`src/rtl/svr_pkg.sv`:
```
package svr_pkg;
  // Mode encoding {m1, m0}
  typedef enum logic [1:0] {
    MODE_IDLE   = 2'b00,
    MODE_READ   = 2'b01,
    MODE_LOAD   = 2'b10,
    MODE_BRANCH = 2'b11
  } svr_mode_t;

  typedef enum logic [1:0] {
    BR_IDLE = 2'd0,
    BR_WAIT = 2'd1,
    BR_LOAD = 2'd2
  } svr_br_t;
endpackage

```
`src/rtl/svr_nib_loader.sv`:
```
module svr_nib_loader #(
  parameter int NIB_N = 5,
  parameter int NIB_W = 4,
  localparam int WORD_W = NIB_N * NIB_W,
  localparam int PTR_W  = $clog2(NIB_N)
) (
  input  logic              clk,
  input  logic              rst,
  input  logic              load_en,
  input  logic              clear,
  input  logic [NIB_W-1:0]  nib,
  output logic              word_done,
  output logic [WORD_W-1:0] word
);
  logic [PTR_W-1:0]  ptr_q;
  logic [NIB_W-1:0]  slot_q [NIB_N-1];

  assign word_done = load_en && (ptr_q == PTR_W'(NIB_N - 1));

  // Assembled word: stored slots plus the nibble arriving now as the last one
  for (genvar g = 0; g < NIB_N; g++) begin : g_word
    if (g == NIB_N - 1) begin : g_last
      assign word[g*NIB_W +: NIB_W] = nib;
    end else begin : g_slot
      assign word[g*NIB_W +: NIB_W] = slot_q[g];
    end
  end

  always_ff @(posedge clk) begin
    if (rst || clear) begin
      ptr_q <= '0;
    end else if (load_en) begin
      ptr_q <= word_done ? '0 : ptr_q + PTR_W'(1);
    end
  end

  for (genvar g = 0; g < NIB_N - 1; g++) begin : g_store
    always_ff @(posedge clk) begin
      if (rst) begin
        slot_q[g] <= '0;
      end else if (load_en && !clear && ptr_q == PTR_W'(g)) begin
        slot_q[g] <= nib;
      end
    end
  end
endmodule

```
`src/rtl/svr_byte_rom.sv`:
```
module svr_byte_rom #(
  parameter int MEM_AW   = 8,
  parameter int INIT_MUL = 37,
  parameter int INIT_ADD = 11,
  localparam int DEPTH   = 1 << MEM_AW
) (
  input  logic              clk,
  input  logic [MEM_AW-1:0] idx,
  output logic [7:0]        rd_q
);
  logic [7:0] mem [DEPTH];

  initial begin
    for (int i = 0; i < DEPTH; i++) begin
      mem[i] = 8'((i * INIT_MUL + INIT_ADD) % 256);
    end
  end

  always_ff @(posedge clk) begin
    rd_q <= mem[idx];
  end
endmodule

```
`src/rtl/serial_voice_rom.sv`:
```
module serial_voice_rom #(
  parameter int         ADDR_W   = 14,
  parameter int         CS_W     = 4,
  parameter int         DC_W     = 2,
  parameter int         NIB_W    = 4,
  parameter int         MEM_AW   = 8,
  parameter logic [3:0] CS_MASK  = 4'hA,
  parameter int         INIT_MUL = 37,
  parameter int         INIT_ADD = 11,
  localparam int WORD_W = ADDR_W + CS_W + DC_W,
  localparam int NIB_N  = WORD_W / NIB_W,
  localparam int HI_W   = ADDR_W - 8
) (
  input  logic             clk,
  input  logic             rst,
  input  logic             clk_en,
  input  logic             mode_m0,
  input  logic             mode_m1,
  input  logic [NIB_W-1:0] nib_in,
  output logic             sdo,
  output logic             sdo_en
);
  import svr_pkg::*;

  svr_mode_t          mode;
  logic               word_done;
  logic [WORD_W-1:0]  word;
  logic [7:0]         rd_q;
  logic [ADDR_W-1:0]  addr_q;
  logic [2:0]         bit_q;
  logic               sel_q;
  logic [1:0]         dummy_q;
  svr_br_t            br_q;
  logic [7:0]         br_lo_q;
  logic               unused_dc;

  assign mode      = svr_mode_t'({mode_m1, mode_m0});
  assign unused_dc = ^word[WORD_W-1 -: DC_W];

  svr_nib_loader #(.NIB_N(NIB_N), .NIB_W(NIB_W)) u_loader (
    .clk      (clk),
    .rst      (rst),
    .load_en  (clk_en && mode == MODE_LOAD),
    .clear    (clk_en && mode_m0),
    .nib      (nib_in),
    .word_done(word_done),
    .word     (word)
  );

  svr_byte_rom #(.MEM_AW(MEM_AW), .INIT_MUL(INIT_MUL), .INIT_ADD(INIT_ADD)) u_rom (
    .clk (clk),
    .idx (addr_q[MEM_AW-1:0]),
    .rd_q(rd_q)
  );

  always_ff @(posedge clk) begin
    if (rst) begin
      addr_q  <= '0;
      bit_q   <= '0;
      sel_q   <= 1'b0;
      dummy_q <= '0;
      br_q    <= BR_IDLE;
      br_lo_q <= '0;
      sdo     <= 1'b0;
      sdo_en  <= 1'b0;
    end else begin
      // Branch fetch: wait for second byte, then jump
      case (br_q)
        BR_WAIT: br_q <= BR_LOAD;
        BR_LOAD: begin
          addr_q <= {rd_q[HI_W-1:0], br_lo_q};
          br_q   <= BR_IDLE;
        end
        default: br_q <= BR_IDLE;
      endcase

      if (clk_en) begin
        sdo_en <= 1'b0;
        case (mode)
          MODE_LOAD: begin
            if (word_done) begin
              addr_q  <= word[ADDR_W-1:0];
              sel_q   <= (word[ADDR_W +: CS_W] == CS_MASK);
              bit_q   <= '0;
              dummy_q <= 2'd2;
            end
          end
          MODE_READ: begin
            if (dummy_q != 2'd0) begin
              dummy_q <= dummy_q - 2'd1;
            end else if (sel_q) begin
              sdo    <= rd_q[bit_q];
              sdo_en <= 1'b1;
              bit_q  <= bit_q + 3'd1;
              if (bit_q == 3'd7) addr_q <= addr_q + ADDR_W'(1);
            end
          end
          MODE_BRANCH: begin
            if (sel_q) begin
              br_lo_q <= rd_q;
              addr_q  <= addr_q + ADDR_W'(1);
              br_q    <= BR_WAIT;
              bit_q   <= '0;
              dummy_q <= '0;
            end
          end
          default: ;
        endcase
      end
    end
  end
endmodule

```
`config.mk`:
```
export PLATFORM = sky130hd
export DESIGN_NAME = serial_voice_rom
export DESIGN_NICKNAME = d
export VERILOG_FILES = /design/src/rtl/svr_pkg.sv /design/src/rtl/svr_nib_loader.sv /design/src/rtl/svr_byte_rom.sv /design/src/rtl/serial_voice_rom.sv
export SDC_FILE = /design/constraint.sdc
export NUM_CORES = 1
export LEC_CHECK = 0
export ABC_AREA = 1
export BUFFER_PORTS_ARGS = -buffer_cell sky130_fd_sc_hd__buf_2
export CAP_MARGIN = 5
export CORE_MARGIN = 2
export CORE_UTILIZATION = 46
export CTS_BUF_LIST = sky130_fd_sc_hd__clkbuf_4 sky130_fd_sc_hd__clkbuf_8
export CTS_CLUSTER_DIAMETER = 30
export DETAILED_ROUTE_END_ITERATION = 12
export SYNTH_ARGS = -nofsm -noshare
export SYNTH_HDL_FRONTEND = slang
export SYNTH_SLANG_ARGS = --single-unit
export TNS_END_PERCENT = 50
```
`constraint.sdc`:
```
create_clock -name clk -period 3.7 [get_ports clk]
set_input_delay 0.185 -clock clk [delete_from_list [all_inputs] [get_ports clk]]
set_output_delay 0.185 -clock clk [all_outputs]
set_load 0.01 [all_outputs]
```
==> results.md <==
- Most common cell in the netlist: nand2_1
- Die width: 86.6 µm
- Register area: 1040 µm²
- Syn nets: 517
- RePlAce Congestion: 0.907
- Post-synth top cells: nand2_1, nor2_1, inv_1
- Register bit total from synthesis: 47
- Required @ worst endpoint: 3910 ps
- Asr flop ratio synth: 0%
- Ys Warns: 0
- Area delta synth->final: 6.03%
- Cells after Synth: 492
- Max Clock Skew: 4.65 ps
- Worst setup margin: 1540 ps
- Slew @ Worst Pin: 693 ps
- Avg Cell Area, Syn: 6.37 µm²
- # fillers: 699
- CP Launch Type: register
- Max Cap Viol: 0
- Sequential-to-total area share from yosys stat: 33.2%
- Max Clk Rate: 0.462 GHz
- Status: finished, final reports clean
- Post-synth top area cell: dfxtp_1
- Crit path arrival time: 2370 ps
- Via count: 3022
- Post-DP HPWL: 5780 µm
- Num Clock Sinks: 47
- Pwr/cell area: 283 nW/µm²
- Sequential Power Share: 57.1%
- Cts bufs inserted: 5
- Antenna cell count: 0
- Final worst-path cycle share: 58.5%
- Setup TNS: 0 ps
- CTS tree: done
- Ys flop type: dfxtp_1
- Sw frac: 25.0%
- Multi-input gate area: 1800 µm²
- Pleak: 0.00167 µW
- Post-synth EDFFs: 10
- Postcts setup bufs: 0
- First-pass GRT wire length: 12900 µm
- Number of global-route vias before repair: 2744
- P_sw: 235 µW
- Power Internal: 706 µW
- Fin. Hold Viols: 0
- Clk_lat worst skew: 310 ps
- Clock slew at reported path FFs: 90 ps
- Combinational power share: 6.8%
- Initial antenna violation count: 0
- Netlist Area Pre-Place: 3140 µm²
- Relative slew margins: 53.7%
- Via/cell ratio: 5.25
- CTS root buf: clkbuf_8
- Core Area: 6680 µm²
- Die outline height: 86.6 µm
- Fin crit period: 2160 ps
- Clock Tree Buf Depth: 2
- Fraction of layout cells with a size suffix above 1: 7.06%
- Largest net degree at the start of global routing: 26
- Residual DRC count: 0
- Synth area leaders: dfxtp_1, nand2_1, edfxtp_1
- Total gr overflow: 0
- Gr usage total: 21.8%
- Die ar.: 7490 µm²
- Post-cts sizing count: 0
- Yosys cell types: 27
- Share of the synthesized area in the top cell type: 23.6%
- Fin. max-slew vios: 0
- Nature of the critical path endpoint: register
- Worst vdd ir: 178 µV
- Hold_buf cts: 0
- # H-tree levels: 2
- Final setup fails: 0
- Initial detailed-routing violation count: 183
- Final WL: 7670 µm
- Nets: 520
- ANT nets after route: 0
- DP Worst Slack: 1630 ps
- Crit Path Class: register to register
- HP Class: primary input to register
- Total iterations of the first detailed-routing run: 5
- Std-Cell Rows: 30
- Port bufs: 10
- CP max FO: 13
- Top-level I/O count: 11
- Initial core utilization: 46.9%
- Clock network power share: 36.1%
- DR WL/cell: 13.3 µm
- RSZ-0062 raised after global routing: no
cell families after synthesis:
kind of cell             count (synthesis)  synth area share [%]
AND/OR/NAND/NOR                        282                  37.8
buffers and inverters                   75                  9.38
AO/OA/AOI/OAI                           68                  12.1
flip-flops                              47                  33.2
adder cells (fa/ha/maj)                 16                  6.38
XOR/XNOR                                 4                  1.12
power by group through the flow:
stage	Sequential, µW	Combinational (µW)	Clock, µW
floorplan	548	48.1	0
global placement	550	63.8	0
detailed placement	550	64.1	0
CTS	538	64.6	348
global route	539	73.8	364
finish	538	64.1	339
flip-flops by register name, indices dropped and copies added, names as in the netlist:
register	flops
addr_q	8
br_q	2
sel_q	1
dummy_q	2
br_lo_q	8
sdo_en	1
u_loader.ptr_q	3
u_rom.rd_q	8
bit_q	3
sdo	1
u_loader.slot_q	10
critical path, stage by stage (launching register included):
cell and delay [ps]:
dfxtp_1 640, inv_1 230, ha_1 420, nand2_1 160
nand2_1 110, o21ai_0 180, nand2_1 70, nand2_1 70
nand2_1 40, nor2_1 110, nor2_1 50
final timing paths:
path                   from               endpoint  slack, ps  cells past startpoint
setup reg to reg  addr_q[0]          u_rom.rd_q[6]       1540                     10
hold reg to reg      sdo_en                 sdo_en        460                      2
hold / removal    nib_in[3]  u_loader.slot_q[1][3]        210                      3
setup / recovery  addr_q[0]          u_rom.rd_q[6]       1540                     10
metal layers:
metal  up-vias  global-route usage (%)  wire length (µm)
met5         -                       0                 0
met4         0                    8.38               163
met3        15                    3.43               344
met2        76                    33.6              3480
met1      1360                    30.6              3690
li1       1571                       -                 -
through the flow:
stage,utilization [%],total power (µW),instance area (µm²),hold WS [ps],std cells
after floorplan,-,596,3140,368,492
after global placement,48.3,613,3230,444,568
after global routing,49.8,977,3320,207,576
after detailed placement,48.3,614,3230,454,568
final,49.8,941,3320,205,576
after CTS,49.8,951,3320,197,576
area by class of cell:
class,count,share of cell area (%)
repair buffers,12,1.96
clock inverters,2,0.414
multi-input cells,370,54.2
flip-flops and latches,47,31.3
inverters,59,6.66
clock buffers,6,2.48
well taps,80,3.01
cell usage in the layout (no fill, tap or decap), types with 10 or more instances in the layout:
cell type  instances
a21oi_1           29
buf_2             10
dfxtp_1           37
edfxtp_1          10
ha_1              16
inv_1             56
nand2_1          152
nand3_1           47
nor2_1            68
o21ai_0           24
Power figures use the tool's default switching activity.
